$ cat src/rtl/wdrain_pkg.sv
package wdrain_pkg;

    typedef enum logic [1:0] {
        BUS_RD   = 2'd0,
        BUS_TA_W = 2'd1,
        BUS_WR   = 2'd2,
        BUS_TA_R = 2'd3
    } bus_state_e;

endpackage

$ cat src/rtl/wdq_fifo.sv
module wdq_fifo #(
    parameter int DEPTH = 8,
    parameter int WIDTH = 8,
    localparam int PTR_W = $clog2(DEPTH),
    localparam int CNT_W = $clog2(DEPTH + 1)
) (
    input  logic             clk,
    input  logic             rst_n,
    input  logic             push,
    input  logic [WIDTH-1:0] din,
    input  logic             pop,
    output logic [WIDTH-1:0] dout,
    output logic [CNT_W-1:0] count,
    output logic             full
);

    logic [WIDTH-1:0] mem [DEPTH];
    logic [PTR_W-1:0] wp_q, rp_q;
    logic [CNT_W-1:0] cnt_q;
    logic             push_en;

    function automatic logic [PTR_W-1:0] bump(input logic [PTR_W-1:0] p);
        return (p == PTR_W'(DEPTH - 1)) ? '0 : p + 1'b1;
    endfunction

    assign full    = (cnt_q == CNT_W'(DEPTH));
    assign push_en = push && !full;
    assign count   = cnt_q;
    assign dout    = mem[rp_q];

    always_ff @(posedge clk or negedge rst_n) begin
        if (!rst_n) begin
            wp_q  <= '0;
            rp_q  <= '0;
            cnt_q <= '0;
        end else begin
            if (push_en) wp_q <= bump(wp_q);
            if (pop)     rp_q <= bump(rp_q);
            case ({push_en, pop})
                2'b10:   cnt_q <= cnt_q + 1'b1;
                2'b01:   cnt_q <= cnt_q - 1'b1;
                default: cnt_q <= cnt_q;
            endcase
        end
    end

    always_ff @(posedge clk) begin
        if (push_en) mem[wp_q] <= din;
    end


    pop_nonempty_chk: assert property (@(posedge clk) disable iff (!rst_n)
        pop |-> (cnt_q != '0));


    full_drop_chk: assert property (@(posedge clk) disable iff (!rst_n)
        (push && full && !pop) |=> (cnt_q == $past(cnt_q)));

endmodule

$ cat src/rtl/wdrain_ctrl.sv
module wdrain_ctrl
    import wdrain_pkg::*;
#(
    parameter int RCNT_W   = 3,
    parameter int WCNT_W   = 4,
    parameter int HI_MARK  = 6,
    parameter int LO_MARK  = 2,
    parameter int TURN_CYC = 3
) (
    input  logic              clk,
    input  logic              rst_n,
    input  logic [RCNT_W-1:0] rq_count,
    input  logic [WCNT_W-1:0] wq_count,
    input  logic              wq_push,
    output logic              rd_pop,
    output logic              wr_pop,
    output logic              iss_valid,
    output logic              iss_write
);

    localparam int TC_W = (TURN_CYC > 1) ? $clog2(TURN_CYC) : 1;

    bus_state_e        state_q, state_d;
    logic [TC_W-1:0]   tc_q, tc_d;
    logic              drain_q, drain_d;
    logic              rq_empty, wq_empty, hi_hit, draining, turn_done;
    logic [WCNT_W:0]   post_cnt;

    assign rq_empty  = (rq_count == '0);
    assign wq_empty  = (wq_count == '0);
    assign hi_hit    = (wq_count >= WCNT_W'(HI_MARK));
    assign draining  = drain_q || hi_hit;
    assign turn_done = (tc_q == TC_W'(TURN_CYC - 1));
    assign post_cnt  = {1'b0, wq_count} + {{WCNT_W{1'b0}}, wq_push}
                     - {{WCNT_W{1'b0}}, 1'b1};

    // state register
    always_ff @(posedge clk or negedge rst_n) begin
        if (!rst_n) begin
            state_q <= BUS_RD;
            tc_q    <= '0;
            drain_q <= 1'b0;
        end else begin
            state_q <= state_d;
            tc_q    <= tc_d;
            drain_q <= drain_d;
        end
    end

    // next state
    always_comb begin
        state_d = state_q;
        tc_d    = '0;
        drain_d = draining;
        unique case (state_q)
            BUS_RD: begin
                if (draining || (rq_empty && !wq_empty)) state_d = BUS_TA_W;
            end
            BUS_TA_W: begin
                if (turn_done) state_d = BUS_WR;
                else           tc_d    = tc_q + 1'b1;
            end
            BUS_WR: begin
                if (draining) begin
                    if (post_cnt <= (WCNT_W + 1)'(LO_MARK)) begin
                        state_d = BUS_TA_R;
                        drain_d = 1'b0;
                    end
                end else if (!rq_empty) begin
                    state_d = BUS_TA_R;
                end
            end
            BUS_TA_R: begin
                if (turn_done) state_d = BUS_RD;
                else           tc_d    = tc_q + 1'b1;
            end
        endcase
    end

    // outputs
    always_comb begin
        rd_pop    = 1'b0;
        wr_pop    = 1'b0;
        iss_write = 1'b0;
        unique case (state_q)
            BUS_RD:   rd_pop = !draining && !rq_empty;
            BUS_WR: begin
                iss_write = 1'b1;
                wr_pop    = (draining || rq_empty) && !wq_empty;
            end
            BUS_TA_W, BUS_TA_R: ;
        endcase
        iss_valid = rd_pop || wr_pop;
    end


    rd_prio_chk: assert property (@(posedge clk) disable iff (!rst_n)
        (wr_pop && !drain_q && !hi_hit) |-> rq_empty);


    drain_enter_chk: assert property (@(posedge clk) disable iff (!rst_n)
        hi_hit |=> drain_q);


    drain_exit_chk: assert property (@(posedge clk) disable iff (!rst_n)
        $fell(drain_q) |-> (wq_count <= WCNT_W'(LO_MARK)));


    rd_then_wr_chk: assert property (@(posedge clk) disable iff (!rst_n)
        (iss_valid && !iss_write) |=> !(iss_valid && iss_write));


    wr_then_rd_chk: assert property (@(posedge clk) disable iff (!rst_n)
        (iss_valid && iss_write) |=> !(iss_valid && !iss_write));


    one_issue_chk: assert property (@(posedge clk) disable iff (!rst_n)
        $onehot0({rd_pop, wr_pop}));

endmodule

$ cat src/rtl/rw_drain_arbiter.sv
module rw_drain_arbiter #(
    parameter int AW       = 8,
    parameter int DW       = 16,
    parameter int RQ_DEPTH = 4,
    parameter int WB_DEPTH = 8,
    parameter int HI_MARK  = 6,
    parameter int LO_MARK  = 2,
    parameter int TURN_CYC = 3
) (
    input  logic          clk,
    input  logic          rst_n,
    input  logic          rd_valid,
    output logic          rd_ready,
    input  logic [AW-1:0] rd_addr,
    input  logic          wr_valid,
    output logic          wr_ready,
    input  logic [AW-1:0] wr_addr,
    input  logic [DW-1:0] wr_data,
    output logic          iss_valid,
    output logic          iss_write,
    output logic [AW-1:0] iss_addr,
    output logic [DW-1:0] iss_data
);

    localparam int RCNT_W = $clog2(RQ_DEPTH + 1);
    localparam int WCNT_W = $clog2(WB_DEPTH + 1);
    localparam int WE_W   = AW + DW;

    logic [AW-1:0]     rq_head;
    logic [WE_W-1:0]   wq_head;
    logic [RCNT_W-1:0] rq_count;
    logic [WCNT_W-1:0] wq_count;
    logic              rq_full, wq_full, rd_pop, wr_pop, wq_push;

    assign rd_ready = !rq_full;
    assign wr_ready = !wq_full;
    assign wq_push  = wr_valid && !wq_full;

    wdq_fifo #(.DEPTH(RQ_DEPTH), .WIDTH(AW)) u_rdq (
        .clk   (clk),
        .rst_n (rst_n),
        .push  (rd_valid),
        .din   (rd_addr),
        .pop   (rd_pop),
        .dout  (rq_head),
        .count (rq_count),
        .full  (rq_full)
    );

    wdq_fifo #(.DEPTH(WB_DEPTH), .WIDTH(WE_W)) u_wrb (
        .clk   (clk),
        .rst_n (rst_n),
        .push  (wr_valid),
        .din   ({wr_addr, wr_data}),
        .pop   (wr_pop),
        .dout  (wq_head),
        .count (wq_count),
        .full  (wq_full)
    );

    wdrain_ctrl #(
        .RCNT_W   (RCNT_W),
        .WCNT_W   (WCNT_W),
        .HI_MARK  (HI_MARK),
        .LO_MARK  (LO_MARK),
        .TURN_CYC (TURN_CYC)
    ) u_ctrl (
        .clk       (clk),
        .rst_n     (rst_n),
        .rq_count  (rq_count),
        .wq_count  (wq_count),
        .wq_push   (wq_push),
        .rd_pop    (rd_pop),
        .wr_pop    (wr_pop),
        .iss_valid (iss_valid),
        .iss_write (iss_write)
    );

    assign iss_addr = iss_write ? wq_head[WE_W-1:DW] : rq_head;
    assign iss_data = iss_write ? wq_head[DW-1:0]    : '0;

endmodule

$ cat config.mk
export PLATFORM = sky130hd
export DESIGN_NAME = rw_drain_arbiter
export DESIGN_NICKNAME = d
export VERILOG_FILES = /design/src/rtl/wdrain_pkg.sv /design/src/rtl/wdq_fifo.sv /design/src/rtl/wdrain_ctrl.sv /design/src/rtl/rw_drain_arbiter.sv
export SDC_FILE = /design/constraint.sdc
export NUM_CORES = 1
export LEC_CHECK = 0
export BUFFER_PORTS_ARGS = -buffer_cell sky130_fd_sc_hd__buf_2
export CELL_PAD_IN_SITES_DETAIL_PLACEMENT = 0
export CELL_PAD_IN_SITES_GLOBAL_PLACEMENT = 1
export CORE_ASPECT_RATIO = 1.1
export CORE_UTILIZATION = 55
export DETAILED_ROUTE_END_ITERATION = 12
export HOLD_SLACK_MARGIN = 0.02
export PLACE_DENSITY = 0.92
export SLEW_MARGIN = 20
export SYNTH_ARGS = -nofsm -noshare
export SYNTH_HDL_FRONTEND = slang
export SYNTH_SLANG_ARGS = --single-unit
$ cat constraint.sdc
create_clock -name clk -period 10.1 [get_ports clk]
set_input_delay 1.515 -clock clk [delete_from_list [all_inputs] [get_ports clk]]
set_output_delay 1.515 -clock clk [all_outputs]
set_load 0.005 [all_outputs]
* After elaboration in Yosys (flattened, before gate mapping)
Memories as Yosys holds them, arrays and structs flattened.
Cells that the tools add are included.
** Storage, ports and cells
- Memory bits (writable) :: 224
- Memories kept :: 2
- Output and inout bits :: 28
- Input bits :: 36
- Flip-flop bits (word level) :: 22
- Logic and storage cells :: 91
** Memory list
- u_wrb.mem :: depth 8, width 24, read ports 1, clocked after memory_dff 0, wr ports 1, line wdq_fifo.sv:17 : logic [WIDTH-1:0] mem [DEPTH];
- u_rdq.mem :: depth 4, width 8, read ports 1, clocked after memory_dff 0, wr ports 1, line wdq_fifo.sv:17
** Operators by class
- Eq/ne operators :: 19
- Magnitude comparators :: 2
- Add/subtract/negate cells :: 11
- Reduce and logical (&&, ||, !) cells :: 21
- Multiplexer cells :: 27
** Operator list (number)
- $mux 2 :: 10
- $mux 16 :: 1
- $eq 2x2->1 const B :: 7
- $mux 1 :: 10
- $add 3x1->3 const B :: 3
- $eq 3x3->1 const B :: 3
- $mux 8 :: 1
- $pmux 2 s4 :: 1
- $pmux 4 s2 :: 1
- $add 2x1->2 const B :: 3
- $eq 2x1->1 const B :: 3
- $mux 3 :: 2
- $ne 2x1->1 const B :: 3
- $ne 3x3->1 const B :: 2
- $pmux 3 s2 :: 1
- $add 4x1->5 :: 1
- $le 5x2->1 const B :: 1
- $logic_and 1x1->1 :: 5
- $logic_not 1->1 :: 5
- $reduce_and 5->1 :: 1
- $sub 5x1->5 const B :: 1
- $add 4x1->4 const B :: 1
- $eq 4x4->1 const B :: 1
- $ge 4x3->1 const B :: 1
- other kinds (8) :: 12

* Depth between registers and ports, before layout
- Depth in word-level cells :: 9
- Gate-level depth with buffers :: 12
- Depth with buffers taken out :: 11

* Hierarchy
From an unflattened synthesis, not the netlist that was laid out.
** Second synthesis, totals
- Cell total of the unflattened synthesis :: 487
- Area, all modules :: 10246.1 µm²
** By module, submodules not included
- wdq_fifo at u_wrb :: seq. area each 6015.8 µm², area each 8000.2 µm², times used 1, cells each 337
- wdq_fifo at u_rdq :: seq. area each 1136.1 µm², area each 1592.8 µm², times used 1, cells each 80
- wdrain_ctrl :: seq. area each 125.1 µm², area each 402.9 µm², times used 1, cells each 40
- rw_drain_arbiter :: seq. area each 0.0 µm², area each 250.2 µm², times used 1, cells each 30

* Worst setup path after synthesis
OpenSTA, ideal clock, no wires.
- Kind :: input to register
- Start point :: in wr_valid
- End point :: mem u_wrb.mem[0][0] (netlist name) (enable)
- Slack :: 5675 ps
- Stages on the path :: 2
- Buffers on the path :: 0
- Library setup time :: 466 ps
- Data required time :: 9634 ps
- Arrival time :: 3960 ps
- Cells stage by stage :: nand2_2 nor4_1
** On the way
- Longest elaborated chain between the ends :: 3
** Ends and longest elaborated chain
- start, declared :: line rw_drain_arbiter.sv:15 : input logic wr_valid,
- $logic_and 1x1->1 :: line wdq_fifo.sv:27 : assign push_en = push && !full;
- $mux 1 :: line wdq_fifo.sv:48 : if (push_en) mem[wp_q] <= din;
- $mux 1 (implied by the code) :: line wdq_fifo.sv:48
- end, declared :: line wdq_fifo.sv:17
No other way between the ends.

* Worst setup path in the final report
- Start point :: reg u_wrb.rp_q[0]
- End point :: out iss_addr[2]
** On the way
- Longest elaborated chain between the ends :: 2
** Ends and longest elaborated chain
- start, declared :: line wdq_fifo.sv:18 : logic [PTR_W-1:0] wp_q, rp_q;
- start signal, assigned :: line wdq_fifo.sv:38 : if (pop) rp_q <= bump(rp_q);
- $mem_v2 8x24
- $mux 8 :: line rw_drain_arbiter.sv:79 : assign iss_addr = iss_write ? wq_head[WE_W-1:DW] : rq_head;
- end, declared :: line rw_drain_arbiter.sv:21 : output logic [AW-1:0] iss_addr,
No other way between the ends.

==> metrics.md <==
| Metric | Value |
|---|---|
| Area growth from synthesis to layout | 13.5% |
| FF-to-FF Start | u_wrb.count[2]$_DFFE_PN0P_ |
| Crit-path cells | buf_4 > mux4_2 > mux2i_1 > o21ai_0 > buf_2 |
| Number of synthesized flops with an enable pin | 224 |
| Core area | about 18000 um2 |
| Reg2reg end | u_ctrl.state_q[1]$_DFFE_PN0P_ |
| Power Total | approximately 3200 uW |
| CTS H-tree lvls | 1 |
| Nets@finish | about 620 |
| Initial antenna violation count | 0 |
| Pwr dens | roughly 290 nW/um2 |
| Post-Syn Nets | 550 |
| Least-Margin Pin Slew | between 1 and 1.5 ns |
| Max Cap Viol | 0 |
| Int Power | ~2300 uW |
| Vias per cell | roughly 5.7 |
| Root Buffer | clkbuf_16 |
| Startpoint type of the worst setup path | flop |
| RSZ-0062 raised after global routing | no |
| Slew HR | 0.293 |
| Psw | about 990 uW |
| Reg2reg path depth | 9 |
| Metal-1 WL | between 6000 and 7000 um |
| Leak Pwr | ~0.0040 uW |
| First-pass GRT wire length | 27600 um |
| Die W | roughly 130 um |
| CP Class | flop to output port |
| Post-CTS Hold Buffers | 0 |
| Post-CTS setup buffers | 0 |
| Crit path max-delay cell type | buf_4 |
| Clk pwr share | 0.257 |
| Placed cell area | between 10000 and 15000 um2 |
| Yosys cell types | 44 |
| Minimum clock period | 4.50 ns |
| Post-route worst setup slack | roughly 5.6 ns |
| RD Place Congestion | just over 0.7 |
| Combinational share of power | 0.294 |
| Sw Ratio | 0.304 |
| GRT overflow | 0 |
| Number of global-route vias before repair | around 5000 |
| Setup Viol. Count Final | 0 |
| Wire length on met2 | 9260 um |
| Pre-CTS WS | between 6 and 7 ns |
| Hold_ws | ~0.45 ns |
| Max VDD drop | ~0.20 mV |
| Final Cell Area | 11300 um2 |
| Share of total power in sequential cells | 0.449 |
| GR Util All Layers | 0.203 |
| Crit path capture | iss_addr[2] |
| Routed len/inst | ~21 um |
| Initial DRC Count | between 300 and 400 |
| I/O pin total | 64 |
| CTS tree | yes |
| Initial Utilization | 0.563 |
| Worst-Skew Late Latency | around 0.51 ns |
| Seq cells post-synth | around 250 |
| Sequential share of the synthesized area | 0.728 |
| Crit path arrival time | roughly 3.0 ns |
| Final Hold Fails | 0 |
| Worst Skew | 0.0137 ns |
| CP max FO | 41 |
| Synthesized cell area | roughly 10000 um2 |
| Num rows | 51 |
| Status | completed |
| Total number of vias | about 4700 |
| CTS buffer count | 24 |
| DIE AREA | roughly 19000 um2 |
| Hold Path Class | flop to flop |
| Post-cts gate resize count | 0 |
| Clock transition at path regs | ~0.060 ns |
| Die Ht | 143 um |
| HPWL Detailed | approximately 11000 um |
| Clock tree buffer depth | 3 |
| CP max stage delay | just under 0.7 ns |
| Clk sinks | approximately 250 |
| First-pass DRT Iterations | 4 |
| Post-Synthesis Cells | about 500 |
| Period utilization | 0.446 |
| Primary FF master, synth | edfxtp_1 |
| Nature of the critical path endpoint | output port |
| Largest net degree at the start of global routing | 42 |
| Synthesized area per cell | about 20 um2 |
| WL final | approximately 18000 um |
| Required @ worst endpoint | roughly 8.6 ns |
| Drc violations | 0 |
| IO Port Bufs | 63 |
| Crit path from | u_wrb.rp_q[0]$_DFFE_PN0P_ |
| Top Layer Used | met4 |
| Ys async rst share | 0.0894 |
| R2r setup slk | a little over 7 ns |
| Met3 routed WL | between 1000 and 1500 um |
| Setup TNS | 0 ns |
| Yosys warning count | 0 |
| Layout cell share with drive strength beyond 1 | 0.328 |
| Post-route ant nets | 0 |
| Final Max Slew Viols | 0 |
| Fmax | about 220 MHz |
| Filler cells | between 1000 and 1500 |
-- cell type report --
type	count	area [um2]	area share
clock inverters	15	98.8	0.00872
multi-input cells	211	2590	0.229
inverters	12	45.0	0.00397
repair buffers	72	383	0.0338
flip-flops and latches	246	7280	0.642
diodes	1	2.50	0.000221
clock buffers	29	641	0.0565
well taps	238	298	0.0263
-- cell families (layout without fill, tap and decap cells) --
logic type	Yosys count	count (layout)	synth area share
other	0	1	0
buffers and inverters	36	128	0.0177
adder cells (fa/ha/maj)	21	21	0.0270
flip-flops	246	246	0.728
AO/OA/AOI/OAI	23	23	0.0203
multiplexers	91	91	0.163
XOR/XNOR	10	10	0.00876
AND/OR/NAND/NOR	66	66	0.0351
-- flip-flops by register name, indices dropped and copies added, names as in the netlist, 3 cells and up --
register and flops:
u_rdq.mem 32, u_wrb.rp_q 3, u_wrb.wp_q 3, u_wrb.mem 192, u_wrb.count 4, u_rdq.count 3
-- metrics by stage --
| stage | utilization | std cells |
|---|---|---|
| floorplan | - | 493 |
| global placement | 0.597 | 779 |
| detailed placement | 0.597 | 779 |
| CTS | 0.639 | 823 |
| global route | 0.639 | 823 |
| finish | 0.639 | 824 |
-- critical path, delay by kind of cell (launching register included) --
family,cells,cell delay [ns]
buffers and inverters,2,0.85
multiplexers,2,0.83
flip-flops,1,0.60
AO/OA/AOI/OAI,1,0.15
-- metal layers --
layer  global-route usage  vias up
li1                     -     2119
met2                0.348      153
met1                0.264     2432
met4               0.0635        0
met3               0.0365       27
met5                    0        -
-- cells in the final DEF (no fill, tap or decap), drive strengths merged, types with 3 or more instances in the layout --
master	Yosys	layout
edfxtp	224	224
buf	14	72
mux4	56	56
clkbuf	10	29
nor2	26	26
mux2i	24	24
dfrtp	22	22
ha	20	20
clkinv	0	13
inv	12	12
nand2	12	12
mux2	11	11
o21ai	10	10
xor2	8	8
nor3	7	7
and3	4	4
nand2b	4	4
nand3	3	3
a21oi	3	3
-- synth_stat cells (2+ instances only) --
cell type,n,share of area
nor2_1,26,0.0098
xor2_1,8,0.0070
mux4_2,56,0.13
edfxtp_1,224,0.67
mux2_2,7,0.0079
nor2b_1,2,0.0013
nor3_1,7,0.0035
clkbuf_1,10,0.0038
ha_1,20,0.025
nand2_1,11,0.0041
buf_6,3,0.0034
buf_2,9,0.0045
inv_1,12,0.0045
a211oi_4,2,0.0040
buf_4,2,0.0015
nand2b_1,3,0.0019
o21ai_0,10,0.0050
xnor2_1,2,0.0018
mux2i_1,24,0.024
mux2_1,3,0.0034
a21oi_1,3,0.0015
dfrtp_1,22,0.055
and3_1,4,0.0025
nand3_1,3,0.0015
-- how the worst min path moves through the flow --
| stage | start | end | slack, ns | depth (start not counted) |
|---|---|---|---|---|
| after global routing | u_ctrl.tc_q[1]$_DFF_PN0_ | u_ctrl.tc_q[1]$_DFF_PN0_ | 0.48 | 1 |
| after detailed placement | u_ctrl.tc_q[0]$_DFF_PN0_ | u_ctrl.tc_q[0]$_DFF_PN0_ | 0.45 | 1 |
| final | u_ctrl.tc_q[1]$_DFF_PN0_ | u_ctrl.tc_q[1]$_DFF_PN0_ | 0.45 | 1 |
| after global placement | u_ctrl.tc_q[0]$_DFF_PN0_ | u_ctrl.tc_q[0]$_DFF_PN0_ | 0.44 | 1 |
| after CTS | u_ctrl.tc_q[0]$_DFF_PN0_ | u_ctrl.tc_q[0]$_DFF_PN0_ | 0.46 | 1 |
| after floorplan | u_ctrl.tc_q[0]$_DFF_PN0_ | u_ctrl.tc_q[0]$_DFF_PN0_ | 0.42 | 1 |
-- power by group through the flow --
stage	Combinational [uW]	Clock (uW)	Sequential, uW
after detailed placement	967	0	1480
after floorplan	780	0	1380
after global routing	1050	889	1480
after CTS	975	852	1460
final	953	834	1460
after global placement	939	0	1460
Power figures use the tool's default switching activity.
